<file path="src/rtl/pkt_rx_buffer.sv">
module pkt_rx_buffer #(
  parameter int DATA_W = 32,
  parameter int DEPTH  = 8,
  parameter int ID_W   = 8
) (
  input  logic                        clk,
  input  logic                        rst,
  input  logic [$clog2(DEPTH):0]      thresh_lo,
  input  logic                        eop_avail_en,
  input  logic                        wr_valid,
  input  logic [DATA_W-1:0]           wr_data,
  input  logic                        wr_sop,
  input  logic                        wr_eop,
  input  logic                        wr_err,
  input  logic [$clog2(DATA_W/8)-1:0] wr_mty,
  input  logic [ID_W-1:0]             wr_id,
  input  logic                        rd_en,
  output logic                        rd_valid,
  output logic [DATA_W-1:0]           rd_data,
  output logic                        rd_sop,
  output logic                        rd_eop,
  output logic                        rd_err,
  output logic [$clog2(DATA_W/8)-1:0] rd_mty,
  output logic [ID_W-1:0]             rd_id,
  output logic                        data_avail,
  output logic                        empty,
  output logic                        overflow
);
  localparam int MTY_W = $clog2(DATA_W/8);
  localparam int AW    = $clog2(DEPTH);
  localparam int CW    = AW + 1;
  localparam int EW    = DATA_W + 3 + MTY_W + ID_W;
  localparam int B_SOP = DATA_W;
  localparam int B_EOP = DATA_W + 1;
  localparam int B_ERR = DATA_W + 2;
  localparam int B_MTY = DATA_W + 3;
  localparam int B_ID  = DATA_W + 3 + MTY_W;
  localparam logic [CW-1:0] FULL_CNT = CW'(DEPTH);

  logic [EW-1:0] mem [DEPTH];
  logic [AW-1:0] wr_ptr, rd_ptr;
  logic [CW-1:0] count, eop_cnt, thr_q;
  logic          eop_en_q;
  logic [EW-1:0] out_q;
  logic          full, wr_ok, rd_ok, head_eop;

  assign full     = (count == FULL_CNT);
  assign empty    = (count == '0);
  assign wr_ok    = wr_valid && !full;
  assign rd_ok    = rd_en && !empty;
  assign head_eop = mem[rd_ptr][B_EOP];

  always_ff @(posedge clk) begin
    if (rst) begin
      thr_q    <= thresh_lo;
      eop_en_q <= eop_avail_en;
    end
  end

  always_ff @(posedge clk) begin
    if (wr_ok) mem[wr_ptr] <= {wr_id, wr_mty, wr_err, wr_eop, wr_sop, wr_data};
  end

  always_ff @(posedge clk) begin
    if (rst) begin
      wr_ptr   <= '0;
      rd_ptr   <= '0;
      count    <= '0;
      eop_cnt  <= '0;
      rd_valid <= 1'b0;
      overflow <= 1'b0;
      out_q    <= '0;
    end else begin
      if (wr_ok) wr_ptr <= wr_ptr + 1'b1;
      if (rd_ok) begin
        rd_ptr <= rd_ptr + 1'b1;
        out_q  <= mem[rd_ptr];
      end
      count    <= count + CW'(wr_ok) - CW'(rd_ok);
      eop_cnt  <= eop_cnt + CW'(wr_ok && wr_eop) - CW'(rd_ok && head_eop);
      rd_valid <= rd_ok;
      overflow <= wr_valid && full;
    end
  end

  assign data_avail = (count > thr_q) || (eop_en_q && eop_cnt != '0);

  assign rd_data = out_q[DATA_W-1:0];
  assign rd_sop  = rd_valid && out_q[B_SOP];
  assign rd_eop  = rd_valid && out_q[B_EOP];
  assign rd_err  = rd_valid && out_q[B_ERR];
  assign rd_mty  = rd_valid ? out_q[B_MTY +: MTY_W] : '0;
  assign rd_id   = (rd_valid && out_q[B_SOP]) ? out_q[B_ID +: ID_W] : '0;

  assert_full_drop_R7: assert property (@(posedge clk) disable iff (rst)
    (wr_valid && full) |=> overflow);

  assert_no_spurious_ovf_R7: assert property (@(posedge clk) disable iff (rst)
    !(wr_valid && full) |=> !overflow);

  assert_read_latency_R3: assert property (@(posedge clk) disable iff (rst)
    (rd_en && !empty) |=> rd_valid);

  assert_empty_read_R4: assert property (@(posedge clk) disable iff (rst)
    (!rd_en || empty) |=> !rd_valid);

  assert_idle_no_avail_R6: assert property (@(posedge clk) disable iff (rst)
    empty |-> !data_avail);

  assert_eop_bound_R6: assert property (@(posedge clk) disable iff (rst)
    eop_cnt <= count);

  assert_cfg_hold_R8: assert property (@(posedge clk) disable iff (rst)
    !$past(rst) |-> ($stable(thr_q) && $stable(eop_en_q)));
endmodule

</file>
<file path="config.mk">
export PLATFORM = sky130hd
export DESIGN_NAME = pkt_rx_buffer
export DESIGN_NICKNAME = d
export VERILOG_FILES = /design/src/rtl/pkt_rx_buffer.sv
export SDC_FILE = /design/constraint.sdc
export NUM_CORES = 1
export LEC_CHECK = 0
export ABC_CLOCK_PERIOD_IN_PS = 16400
export CAP_MARGIN = 20
export CORE_MARGIN = 4
export CORE_UTILIZATION = 60
export DETAILED_ROUTE_END_ITERATION = 8
export HOLD_SLACK_MARGIN = 0.08
export PLACE_DENSITY = 0.79
export SLEW_MARGIN = 10
export SYNTH_ARGS = -nofsm -noshare
export SYNTH_HDL_FRONTEND = slang
export SYNTH_SLANG_ARGS = --single-unit
</file>
<file path="constraint.sdc">
create_clock -name clk -period 16.4 [get_ports clk]
set_input_delay 3.28 -clock clk [delete_from_list [all_inputs] [get_ports clk]]
set_output_delay 3.28 -clock clk [all_outputs]
set_load 0.02 [all_outputs]
</file>
==> flow_summary.yaml <==
routing:
  vias: 8896
  avgViaCountPerCell: 5.84
  drtIter0Drc: 782
  wl_per_cell_um: 21.7
  drcViolationCount: 0
  routed_wl_um: 33000
  drtPass1Iterations: 5
  ant_nets: 0
timing:
  final.min_clock_period_ps: 6090
  final-max-slew-violation-count: 0
  grt_setup_unrepaired: "false"
  clock.fmax_mhz: 164
  finalSetupTns_ps: 0
  slew_headroom: 0.268
  hold_violations: 0
  skew_ps: 14.3
  finalCritPeriodShare: 0.371
  worst_pin_slew_ps: 1100
  setup_viol: 0
critical_path:
  path_class: "primary input to flop"
  crit_family: "buffers and inverters"
  cp.depth: 8
  cp_slowest_cell: "inv_2"
  path_max_fanout: 50
  r2r_end: "count[2]$_SDFF_PP0_"
  slowest_delay_ps: 1010
  cp_common_cell: "ha_1"
  rr_worst_depth: 11
  cp.buffers_inverters: 3
  worst-endpoint-arrival_ps: 6460
  rr_startpoint: "count[2]$_SDFF_PP0_"
  cp-start-kind: "primary input"
  cp.required_ps: 16780
  cp_cell_sequence: "clkdlybuf4s50_1 > nand2_4 > inv_2 > ha_1 > inv_1 > ha_1 > fa_1 > nor2b_1"
  cp-end-kind: "flop"
  rrSetupSlack_ps: 12600
cts:
  cts_num_sinks: 429
  clockBufferDepth: 3
  cts_tree: "yes"
  ctsHoldBuffers: 0
  root_buffer: "clkbuf_16"
  post_cts_buffers: 0
  cts-resized-gates: 0
  clkTransAtPathRegs_ps: 60
  cts_max_level: 2
  cts_made_buffers: 41
  clock_latency_ps: 530
global_routing:
  antenna_found_initial: 3
  grt_pass1_vias: 8963
  grt_pass1_wl_um: 50500
  grt_overflow: 0
  grtUsageTotal: 0.213
  grt_max_degree: 71
floorplanning:
  start_util: 0.608
  core_sq_mm: 0.0277
  die_w_um: 176
  die_h_um: 176
  die_area_sq_mm: 0.0308
  rows: 61
  io_pins: 103
synth:
  syn_area_sq_mm: 0.0168
  synth_edf_count: 365
  syn-mean-instance-area_sq_um: 16.2
  synth_top_area_frac: 0.651
  synth_largest_area_cell: "edfxtp_1"
  ys_seq_area_frac: 0.727
  synthArstFlopShare: 0
  synth_top_flop_cell: "edfxtp_1"
  synth-seq-cells: 429
  synthCells: 1038
  ys_top_cells_by_count: "edfxtp_1 (365), mux2i_1 (176), o22ai_1 (88)"
  yosysMostFrequentCell: "edfxtp_1"
  yosysWarnings: 0
  synth_area_leaders: "edfxtp_1 (65%), mux2i_1 (10%), dfxtp_1 (7.6%)"
  synth_cell_types: 42
  syn-num-nets: 1111
place:
  gp_congestion: 0.726
  io_buffer_count: 102
  place_hpwl_um: 16300
power:
  cellLeakagePower_nw: 6.37
  vdd_drop_max_v: 0.000142
  p_per_area_mw_per_mm2: 158
  power_w: 0.00304
final_layout:
  fin_nets: 1184
  drive_above_1_share: 0.120
  fill_cells: 1784
  area_growth_syn_to_layout_pct: 14.4
status:
  run_status: "finished clean"
hold_path:
  worstHoldStart: "rd_ptr[1]$_SDFFE_PP0P_"
  hp-class: "flop to flop"
  whs_path_depth: 2
job:
  max_cap_viol_count: 0
layer usage:
metal | GRT usage | part of all wire | up-vias | routed length, um
met5 | 0 | 0.00070 | - | 23
met4 | 0.0754 | 0.024 | 4 | 789
met3 | 0.0342 | 0.063 | 59 | 2080
met2 | 0.364 | 0.50 | 303 | 16500
met1 | 0.281 | 0.41 | 4436 | 13600
li1 | - | - | 4094 | -
how the worst max path moves through the flow:
stage	end	start	slack, ps
detailed placement	count[1]$_SDFF_PP0_	rd_en	9720
CTS	count[1]$_SDFF_PP0_	rd_en	10260
global route	count[1]$_SDFF_PP0_	rd_en	10150
finish	count[1]$_SDFF_PP0_	rd_en	10310
floorplan	mem[0][0]$_DFFE_PP_	wr_valid	8180
global placement	count[1]$_SDFF_PP0_	rd_en	9770
flip-flops by register name, summed over array words and instances (netlist names), named ones only:
| name | cells |
|---|---|
| mem | 360 |
| eop_cnt | 4 |
| count | 4 |
| thr_q | 4 |
| wr_ptr | 3 |
| eop_en_q | 1 |
| overflow | 1 |
| rd_ptr | 3 |
| rd_valid | 1 |
| out_q | 45 |
placed cells by master, fill, tap and decap left out, types with 17 or more instances in the layout:
master and instances:
ha_1 17, nor2_1 58, edfxtp_1 365, buf_4 18, clkdlybuf4s50_1 101, clkbuf_16 43, nor3_1 51, mux2i_1 176
o22ai_1 88, dfxtp_1 63, nor3_2 41
worst min-delay path, cell delays in order (launching register included):
cell     delay, ps
dfxtp_1        320
nand2_1         50
a21oi_1         70
where the power goes:
| group | switching, W | total [W] | internal (W) |
|---|---|---|---|
| clock | 0.000386 | 0.000937 | 0.000552 |
| combinational | 0.000424 | 0.000743 | 0.000319 |
| sequential | 0.0000560 | 0.00136 | 0.00130 |
| total | 0.000865 | 0.00304 | 0.00217 |
area by class of cell:
type                            count  area, sq um  share of cell area
Sequential cell                   429        12200               0.636
Multi-Input combinational cell    502         3940               0.205
Clock buffer                       56         1170              0.0610
Timing Repair Buffer              120         1170              0.0606
Tap cell                          378          473              0.0246
Clock inverter                     20          185             0.00962
Inverter                           17         63.8             0.00331
Antenna cell                        1         2.50            0.000130
logic make-up after synthesis:
| logic type | synth area share |
|---|---|
| compound gates | 0.0376 |
| mux | 0.107 |
| xor+xnor | 0.00416 |
| flops | 0.727 |
| buf+inv | 0.0419 |
| simple gates | 0.0668 |
| fa+ha+maj | 0.0150 |
through the flow:
| step | util | instances | worst slack, ps | hold slack [ps] | instance area, sq um |
|---|---|---|---|---|---|
| finish | 0.695 | 1523 | 10310 | 489 | 19300 |
| global route | 0.695 | 1523 | 10150 | 511 | 19300 |
| floorplan | - | 1038 | 8180 | 451 | 16800 |
| global placement | 0.645 | 1443 | 9770 | 462 | 17900 |
| detailed placement | 0.645 | 1443 | 9720 | 481 | 17900 |
| CTS | 0.694 | 1519 | 10260 | 492 | 19200 |
Power figures use the tool's default switching activity.
